## src/rtl/smii_ser_pkg.sv

```systemverilog
package smii_ser_pkg;

    localparam int BYTE_W = 8;
    localparam int SEG_W  = BYTE_W + 2;

    // Packed so that bit 0 is the first bit on the wire.
    typedef struct packed {
        logic [BYTE_W-1:0] payload;
        logic              dv;
        logic              crs;
    } seg_t;

    typedef struct packed {
        logic false_car;
        logic nib_ok;
        logic jabber;
        logic link;
        logic duplex;
        logic speed;
    } line_stat_t;

    function automatic logic [BYTE_W-1:0] pack_status(input line_stat_t s);
        return {1'b0, 1'b1, s.false_car, s.nib_ok, s.jabber, s.link, s.duplex, s.speed};
    endfunction

    function automatic seg_t idle_seg();
        seg_t z;
        z.crs     = 1'b0;
        z.dv      = 1'b0;
        z.payload = 8'h40;
        return z;
    endfunction

endpackage

```

## src/rtl/smii_seg_timer.sv

```systemverilog
module smii_seg_timer #(
    parameter int SEG_LEN = 10,
    parameter int REPEAT  = 10,
    localparam int BW = $clog2(SEG_LEN),
    localparam int RW = $clog2(REPEAT)
) (
    input  logic          clk,
    input  logic          rst,
    output logic [BW-1:0] bit_idx,
    output logic          last_bit,
    output logic          rep_last
);
    logic [RW-1:0] rep_q;

    assign last_bit = (bit_idx == BW'(SEG_LEN - 1));
    assign rep_last = (rep_q == RW'(REPEAT - 1));

    always_ff @(posedge clk) begin
        if (rst) begin
            bit_idx <= '0;
            rep_q   <= '0;
        end else begin
            bit_idx <= last_bit ? '0 : bit_idx + 1'b1;
            if (last_bit)
                rep_q <= rep_last ? '0 : rep_q + 1'b1;
        end
    end
endmodule

```

## src/rtl/smii_seg_builder.sv

```systemverilog
module smii_seg_builder
    import smii_ser_pkg::*;
(
    input  logic              crs,
    input  logic              valid,
    input  logic [BYTE_W-1:0] data,
    input  line_stat_t        stat,
    output seg_t              seg
);
    always_comb begin
        seg.crs     = crs;
        seg.dv      = valid;
        seg.payload = valid ? data : pack_status(stat);
    end
endmodule

```

## src/rtl/smii_seg_shifter.sv

```systemverilog
module smii_seg_shifter
    import smii_ser_pkg::*;
#(
    localparam int BW = $clog2(SEG_W)
) (
    input  logic          clk,
    input  logic          rst,
    input  logic          load,
    input  seg_t          next_seg,
    input  logic [BW-1:0] bit_idx,
    output logic          rxd
);
    seg_t hold_q;
    logic [SEG_W-1:0] flat;

    assign flat = hold_q;
    assign rxd  = flat[bit_idx];

    always_ff @(posedge clk) begin
        if (rst)
            hold_q <= idle_seg();
        else if (load)
            hold_q <= next_seg;
    end
endmodule

```

## src/rtl/smii_rx_serializer.sv

```systemverilog
module smii_rx_serializer
    import smii_ser_pkg::*;
#(
    parameter int REPEAT = 10
) (
    input  logic              clk,
    input  logic              rst,
    input  logic              speed_100,
    input  logic              in_valid,
    input  logic [BYTE_W-1:0] in_byte,
    input  logic              in_crs,
    input  logic              st_duplex,
    input  logic              st_link,
    input  logic              st_jabber,
    input  logic              st_nib_ok,
    input  logic              st_false_car,
    output logic              in_ready,
    output logic              sync_o,
    output logic              rxd_o
);
    localparam int BW = $clog2(SEG_W);

    logic [BW-1:0] bit_idx;
    logic          last_bit;
    logic          rep_last;
    line_stat_t    stat;
    seg_t          next_seg;

    smii_seg_timer #(.SEG_LEN(SEG_W), .REPEAT(REPEAT)) u_timer (
        .clk      (clk),
        .rst      (rst),
        .bit_idx  (bit_idx),
        .last_bit (last_bit),
        .rep_last (rep_last)
    );

    always_comb begin
        stat.speed     = speed_100;
        stat.duplex    = st_duplex;
        stat.link      = st_link;
        stat.jabber    = st_jabber;
        stat.nib_ok    = st_nib_ok;
        stat.false_car = st_false_car;
    end

    smii_seg_builder u_build (
        .crs   (in_crs),
        .valid (in_valid),
        .data  (in_byte),
        .stat  (stat),
        .seg   (next_seg)
    );

    assign in_ready = last_bit & (speed_100 | rep_last);
    assign sync_o   = (bit_idx == '0);

    smii_seg_shifter u_shift (
        .clk      (clk),
        .rst      (rst),
        .load     (in_ready),
        .next_seg (next_seg),
        .bit_idx  (bit_idx),
        .rxd      (rxd_o)
    );
endmodule

```

## config.mk

```make
export PLATFORM = sky130hd
export DESIGN_NAME = smii_rx_serializer
export DESIGN_NICKNAME = d
export VERILOG_FILES = /design/src/rtl/smii_ser_pkg.sv /design/src/rtl/smii_seg_timer.sv /design/src/rtl/smii_seg_builder.sv /design/src/rtl/smii_seg_shifter.sv /design/src/rtl/smii_rx_serializer.sv
export SDC_FILE = /design/constraint.sdc
export NUM_CORES = 1
export LEC_CHECK = 0
export BUFFER_PORTS_ARGS = -buffer_cell sky130_fd_sc_hd__buf_2
export CELL_PAD_IN_SITES_DETAIL_PLACEMENT = 0
export CELL_PAD_IN_SITES_GLOBAL_PLACEMENT = 1
export CORE_MARGIN = 3
export CORE_UTILIZATION = 42
export CTS_BUF_LIST = sky130_fd_sc_hd__clkbuf_8 sky130_fd_sc_hd__clkbuf_16
export DETAILED_ROUTE_END_ITERATION = 10
export GPL_TIMING_DRIVEN = 0
export PLACE_DENSITY_LB_ADDON = 0.15
export SLEW_MARGIN = 25
export SYNTH_ARGS = -nofsm -noshare
export SYNTH_HDL_FRONTEND = slang
export SYNTH_SLANG_ARGS = --single-unit
```

## constraint.sdc

```tcl
create_clock -name clk -period 2.3 [get_ports clk]
set_clock_uncertainty 0.1 [all_clocks]
set_input_delay 0.345 -clock clk [delete_from_list [all_inputs] [get_ports clk]]
set_output_delay 0.345 -clock clk [all_outputs]
set_load 0.005 [all_outputs]
```

==> After elaboration in Yosys (flattened, before gate mapping) <==
Cells that the tools add are included.
{ "word_totals": {"ff_bits": 18, "latchBits": 0, "ram_bits": 0, "romBits": 0, "wordCells": 18, "n_memories": 0} }
{ "classes": {"add_sub_neg": 2, "multipliers": 0, "div_mod_pow": 0, "n_lt_le_gt_ge": 1, "n_eq_ne": 2, "shift": 0, "n_mux": 4, "bitwise": 2, "reduce_logical": 2} }
{ "ops": {"columns": ["operator", "count"], "rows": [
  ["$add 4x1->4 const B", 2],
  ["$eq 4x4->1 const B", 2],
  ["$mux 8", 1],
  ["$lt 4x5->1 const B", 1],
  ["$bmux 1 s4", 1],
  ["$logic_not 4->1", 1],
  ["$mux 4", 1],
  ["$reduce_or 2->1", 1],
  ["$and 1x1->1", 1],
  ["$mux 1", 1],
  ["$or 1x1->1", 1]
]} }

==> Logic depth before layout (Yosys ltp) <==
Gate-level depths: netlist (run 1).
{ "depth": {"depth_word": 3, "mapped_depth": 7, "mapped_depth_nobuf": 6} }

==> Modules after synthesis <==
Synthesis (run 1) repeated with hierarchy kept, for this count alone.
{ "unflattened": {"cells_unflattened": 94, "area_unflattened_um2": 959.7} }
{ "modules_own_cells": {"columns": ["mod", "instances", "cells_per_inst", "area_each_um2", "seq_area_each_um2"], "rows": [
  ["smii_seg_shifter", 1, 41, 434.2, 200.2],
  ["smii_seg_timer", 1, 40, 376.6, 160.2],
  ["smii_seg_builder", 1, 11, 128.9, 0.0],
  ["smii_rx_serializer", 1, 2, 20.0, 0.0]
]} }

==> Worst setup path after synthesis (run 1) <==
No wires, ideal clock.
{ "synth_timing": {"path_kind": "flip-flop to output port", "startpoint": "register u_timer.bit_idx[1]", "endpoint": "output in_ready", "arrival_time_ns": 1.172, "required_time_ns": 1.855, "slack_ns": 0.683, "path_stages_with_launch": 6, "n_path_buf": 1, "cell_sequence": "dfxtp_1 > inv_1 > ha_1 > nand3b_4 > a21oi_4 > buf_8"} }
{ "synth_via": {"elab_chain_len": 2} }
{ "synth_lines": {"columns": ["item", "line", "source"], "rows": [
  ["from (decl)", "smii_seg_timer.sv:9", "output logic [BW-1:0] bit_idx,"],
  ["from (signal assigned)", "smii_seg_timer.sv:23", "bit_idx <= last_bit ? '0 : bit_idx + 1'b1;"],
  ["$eq 4x4->1", "smii_seg_timer.sv:15", "assign last_bit = (bit_idx == BW'(SEG_LEN - 1));"],
  ["$and 1x1->1", "smii_rx_serializer.sv:54", "assign in_ready = last_bit & (speed_100 | rep_last);"],
  ["to (decl)", "smii_rx_serializer.sv:17", "output logic in_ready,"]
]} }
Every way passes these cells.

==> Worst setup path after layout (run 1) <==
Same ends and word-level chain as after synthesis.

==> impl_metrics.tcl, run 1 <==
set metrics [dict create \
    clock_path_buffers 2 \
    rsz0062_at_grt "no" \
    synth.avg_cell_area_sq_um 9.73 \
    ys_ff_latch 18 \
    slew_headroom 0.622 \
    numCtsBuffers 3 \
    fp.dieArea_sq_um 2900 \
    setup_tns_ns 0 \
    start_util 0.467 \
    synthesis.nets 120 \
    gp_congestion 0.706 \
    final_cell_mix "20 x buf_2, 18 x nor2_1, 18 x dfxtp_1, 11 x mux2i_1, 6 x inv_1" \
    grt_pass1_vias 722 \
    place_area_sq_um 1090 \
    synth_top_family_by_area "simple AND/OR/NAND/NOR gates" \
    cts_resized 0 \
    total_power_w 0.000650 \
    finalSetupViolCount 0 \
    clk_latency_ns 0.25 \
    synth_cell_types 35 \
    fp.dieW_microns 53.9 \
    vias_per_cell 4.86 \
    ys_seq_area_frac 0.374 \
    finalCritPeriodShare 0.915 \
    critPathKind "reg2out" \
    yosys.area_share.simple 0.213 \
    wire_per_inst_microns 11.7 \
    cts_tree "built" \
    grt_max_degree 11 \
    track_usage 0.147 \
    synth_edf_count 0 \
    maxCapViolations 0 \
    fin_area_sq_um 1170 \
    yosysWarnings 0 \
    drt-total-wl_mm 1.78 \
    drc 0 \
    status "finished, final reports clean" \
    ant_nets 0 \
    antenna_found_initial 0 \
    synth_top_area_frac 0.374 \
    layout_setup_ws_ns 0.197 \
    max_freq_mhz 475 \
    path_max_fanout 10 \
    dr.pass1.iters 2 \
    muxShareOfSynthArea 0.138 \
    p_leak_nw 0.513 \
    tightest_slew_ns 0.567 \
    cp-end-kind "primary output" \
    area_delta_synth_final_pct 21.4 \
    core_area_sq_um 2060 \
    pwr_density_cell_nw_per_um2 556 \
    arrival_ns 1.66 \
    final_max_slew_viol_count 0 \
    final_common_cell "buf_2" \
    clockRootBuffer "clkbuf_8" \
    synth_area_leader_cell "dfxtp_1" \
    portBuffers 19 \
    ir_drop_v 0.000287 \
    final-hold-violation-count 0 \
    drtIter0Drc 2 \
    period_needed_ns 2.10 \
    htree_levels 1 \
    synthCells 99 \
    grt_pass1_wl_mm 3.08 \
    synth_compound_area_frac 0.132 \
    synth_xor_area_frac 0.0364 \
    dieHeight_microns 53.9 \
    clk_pin_slew_ns 0.06 \
    cts.sinks 18 \
    worstHoldPathType "in2reg" \
    post-dp-hpwl_mm 1.32 \
    via_count 739 \
    synth_adder_area_share 0.0390 \
    overflow 0 \
    async_flop_share 0 \
    rows 16 \
    dp_slack_ns 0.361 \
    synth_area_sq_um 963 \
    ios 21 \
    nets 147 \
    synth_ff_type "dfxtp_1" \
    start_kind "flop" \
    drive_above_1_share 0.296 \
    crit_required_ns 1.86 \
    antenna_cells 0 \
    synthTopCellsByArea "dfxtp_1 37%, mux2i_1 11%, nor2_1 7.0%" \
]
==> critical path, cell delays in order (launching register included) <==
cell      delay [ns]
dfxtp_1         0.38
inv_1           0.12
ha_1            0.25
nand3b_4        0.12
a21oi_4         0.25
buf_8           0.17
buf_2           0.11
==> cells in the mapped netlist, drive strengths merged, types with 2 or more instances <==
| master | n |
|---|---|
| nand2b | 2 |
| buf | 4 |
| ha | 3 |
| o21ai | 3 |
| mux2i | 11 |
| nor3b | 2 |
| dfxtp | 18 |
| inv | 6 |
| a211oi | 6 |
| nand2 | 2 |
| xnor2 | 3 |
| a21oi | 5 |
| nor2 | 19 |
==> metal layers <==
layer | global-route usage | vias up | part of all wire
met1 | 0.199 | 332 | 0.52
met5 | 0 | - | 0
met4 | 0.0766 | 0 | 0.0039
met3 | 0.0249 | 2 | 0.041
li1 | - | 393 | -
met2 | 0.220 | 12 | 0.44
==> layout make-up <==
cell class / instances / area [sq um]
tap: 27 / 33.8
multi-input combinational: 70 / 538
clock buffer: 4 / 55.1
buffer: 5 / 42.5
timing repair buffer: 22 / 118
fill: 186 / 892
inverter: 6 / 22.5
sequential: 18 / 360
==> cells by family (layout without fill, tap and decap cells) <==
logic type	after synthesis	after routing
adders and majority gates	3	3
muxes	12	12
xor gates and xnor gates	4	4
and+or+nand+nor	34	34
buffers and inverters	11	37
DFF	18	18
AOI/OAI and AO/OA	17	17
==> through the flow <==
step,hold WS (ns),util,cells
finish,0.234,0.567,152
global placement,0.364,0.530,145
floorplan,0.318,-,99
global route,0.268,0.567,152
detailed placement,0.368,0.530,145
CTS,0.230,0.556,149
==> flip-flops by register name, summed over array words and instances, names as in the netlist <==
name,count
u_shift.flat,10
u_timer.bit_idx,4
u_timer.rep_q,4
==> report_power, final <==
| group | switching, W | leakage [nW] | total, W | internal, W |
|---|---|---|---|---|
| registers | 0.00000564 | 0.146 | 0.000322 | 0.000316 |
| logic | 0.0000364 | 0.339 | 0.0000753 | 0.0000389 |
| clock network | 0.000101 | 0.0288 | 0.000253 | 0.000152 |
| total | 0.000143 | 0.513 | 0.000650 | 0.000507 |
==> worst paths after layout <==
check,from,to,slack [ns],cells after the start
worst min register to register,u_shift.flat[9]$_SDFFE_PP0P_,u_shift.flat[9]$_SDFFE_PP0P_,0.38,2
worst max-delay path,u_timer.bit_idx[1]$_SDFF_PP0_,in_ready,0.20,6
worst min-delay path,in_crs,u_shift.flat[0]$_SDFFE_PP0P_,0.23,3
worst max register to register,u_timer.bit_idx[1]$_SDFF_PP0_,u_shift.flat[0]$_SDFFE_PP0P_,0.57,7
==> timing repair <==
| action | CTS | global route |
|---|---|---|
| setup endpoints to repair | 0 | 1 |
| hold buffers | 0 | 0 |
| setup buffers | 0 | 3 |
(Power assumes the default switching activity.)
==> run 2: changes to the inputs <==
--- a/config.mk
+++ b/config.mk
@@ -5,11 +5,13 @@
 export SDC_FILE = /design/constraint.sdc
 export NUM_CORES = 1
 export LEC_CHECK = 0
+export ABC_AREA = 1
 export BUFFER_PORTS_ARGS = -buffer_cell sky130_fd_sc_hd__buf_2
+export CAP_MARGIN = 20
 export CELL_PAD_IN_SITES_DETAIL_PLACEMENT = 0
 export CELL_PAD_IN_SITES_GLOBAL_PLACEMENT = 1
 export CORE_MARGIN = 3
-export CORE_UTILIZATION = 42
+export CORE_UTILIZATION = 35
 export CTS_BUF_LIST = sky130_fd_sc_hd__clkbuf_8 sky130_fd_sc_hd__clkbuf_16
 export DETAILED_ROUTE_END_ITERATION = 10
 export GPL_TIMING_DRIVEN = 0
==> run 2 against run 1 <==
Critical endpoint unchanged. Sequential cell count unchanged. Largest cell class unchanged. Register-to-register slack better by 0.18 ns. Die area rose by 29%. Critical path depth is 1 higher. Design area increased by 7.6%. Sequential share of layout area shrank 2.2 points. Core utilization down 12 points.
==> impl_metrics.tcl, run 2 <==
set metrics [dict create \
    ir_drop_v 0.000205 \
    synth_area_sq_um 1070 \
    crit_required_ns 1.86 \
    cp-end-kind "primary output" \
    ant_nets 0 \
    gp_congestion 0.720 \
    path_cells "inv_1 -> ha_1 -> nand3_4 -> inv_6 -> nand2_4 -> inv_2 -> buf_2" \
    status "finished, final reports clean" \
    finalSetupViolCount 0 \
    ios 21 \
    arrival_ns 1.55 \
    async_flop_share 0 \
    synth_edf_count 0 \
    start_kind "flop" \
    antenna_found_initial 0 \
    grt_max_degree 11 \
    drive_above_1_share 0.242 \
    drc 0 \
    period_needed_ns 1.99 \
    final_max_slew_viol_count 0 \
    rsz0062_at_grt "no" \
    maxCapViolations 0 \
    portBuffers 19 \
    crit_path_top_delay_cell "dfxtp_1" \
    tightest_slew_ns 0.234 \
    dp_slack_ns 0.579 \
    synth_commonest_cells "37 x nand2_1, 24 x nor2_1, 23 x inv_1, 18 x dfxtp_1, 13 x a21oi_1" \
    critPathKind "reg2out" \
    synthTopCellsByArea "dfxtp_1 34%, nand2_1 13%, nor2_1 8.4%" \
    synth_area_leader_cell "dfxtp_1" \
    synth_most_common_cell "nand2_1" \
    cts_resized 0 \
    multi_input_area_sq_um 546 \
    fp.dieW_microns 61.3 \
    cts.sinks 18 \
    htree_levels 1 \
    drtIter0Drc 19 \
    fin_area_sq_um 1260 \
    p_leak_nw 0.602 \
    drt-total-wl_mm 2.22 \
    rows 19 \
    synth_top_area_frac 0.337 \
    ys_seq_area_frac 0.337 \
    clock_path_buffers 2 \
    dieHeight_microns 61.3 \
    ys_ff_latch 18 \
    overflow 0 \
    synth_ff_type "dfxtp_1" \
    final_cell_mix "37 x nand2_1, 24 x nor2_1, 23 x inv_1, 20 x buf_2, 18 x dfxtp_1" \
    grt_pass1_vias 992 \
    wire_per_inst_microns 10.6 \
    slew_headroom 0.844 \
    layout_setup_ws_ns 0.310 \
    largest_reg_flops 10 \
    finalCritPeriodShare 0.865 \
    dr.pass1.iters 4 \
    postCtsSetupBuffers 0 \
    antenna_cells 0 \
    area_delta_synth_final_pct 17.7 \
    vias_per_cell 4.64 \
    fillers 308 \
    cts_hold_buffers 0 \
    via_count 969 \
    path_max_fanout 8 \
    synth_cell_types 24 \
    cp_slowest_stage_delay_ns 0.45 \
    setup_tns_ns 0 \
    max_freq_mhz 502 \
    post-dp-hpwl_mm 1.80 \
    synthesis.nets 176 \
    synthCells 155 \
    track_usage 0.143 \
    synth.avg_cell_area_sq_um 6.90 \
    place_area_sq_um 1200 \
    clk_pin_slew_ns 0.07 \
    worstHoldPathType "in2reg" \
    grt_pass1_wl_mm 3.94 \
    clk_latency_ns 0.25 \
    final_common_cell "nand2_1" \
    final-hold-violation-count 0 \
    core_area_sq_um 2830 \
    clockRootBuffer "clkbuf_8" \
    register_area_sq_um 360 \
    nets 200 \
    pwr_density_cell_nw_per_um2 535 \
    yosysWarnings 0 \
    numCtsBuffers 3 \
    start_util 0.378 \
    cts_tree "built" \
    fp.dieArea_sq_um 3760 \
]
## run 2: stage by stage
step / total power [W] / std cells / hold slack [ns] / utilization
final: 0.000674 / 209 / 0.177 / 0.445
after global routing: 0.000720 / 209 / 0.175 / 0.445
after CTS: 0.000688 / 209 / 0.163 / 0.445
after detailed placement: 0.000419 / 205 / 0.354 / 0.425
after global placement: 0.000418 / 205 / 0.351 / 0.425
after floorplan: 0.000389 / 155 / 0.314 / -
## run 2: worst paths after layout
kind,from,end,slack [ns],cells after the start
hold reg to reg,u_shift.flat[9]$_SDFFE_PP0P_,u_shift.flat[9]$_SDFFE_PP0P_,0.37,2
hold / removal,rst,u_shift.flat[9]$_SDFFE_PP0P_,0.18,2
setup / recovery,u_timer.bit_idx[1]$_SDFF_PP0_,in_ready,0.31,7
setup reg to reg,u_timer.bit_idx[1]$_SDFF_PP0_,u_shift.flat[8]$_SDFFE_PP1P_,0.75,7
## run 2: layer usage
metal | global-route usage | routed length [microns] | vias up
li1 | - | - | 523
met1 | 0.157 | 1010 | 431
met2 | 0.258 | 1110 | 11
met3 | 0.0314 | 62 | 4
met4 | 0.0650 | 29 | 0
met5 | 0 | 0 | -
## run 2: where the power goes
part	total, W	switching [W]	internal (W)
clock	0.000263	0.000111	0.000152
sequential	0.000323	0.00000683	0.000316
combinational	0.0000880	0.0000486	0.0000394
total	0.000674	0.000166	0.000508
## run 2: cells by family after synthesis
kind of cell | synth area share
buffers and inverters | 0.153
AO/OA/AOI/OAI | 0.0842
AND/OR/NAND/NOR | 0.382
adder cells (fa/ha/maj) | 0.0351
XOR/XNOR | 0.00819
flip-flops | 0.337
## run 2: area by class of cell
class,instances,share of cell area
Multi-Input combinational cell,106,0.433
Sequential cell,18,0.286
Inverter,26,0.0815
Timing Repair Buffer,19,0.0755
Buffer,5,0.0487
Clock buffer,4,0.0437
Tap cell,31,0.0308
## run 2: worst max-delay path: cells and delay by family, from the launching register on
family / cells / cell delay [ns]
adders and majority gates: 1 / 0.23
buffers and inverters: 4 / 0.39
DFF: 1 / 0.45
and+or+nand+nor: 2 / 0.22
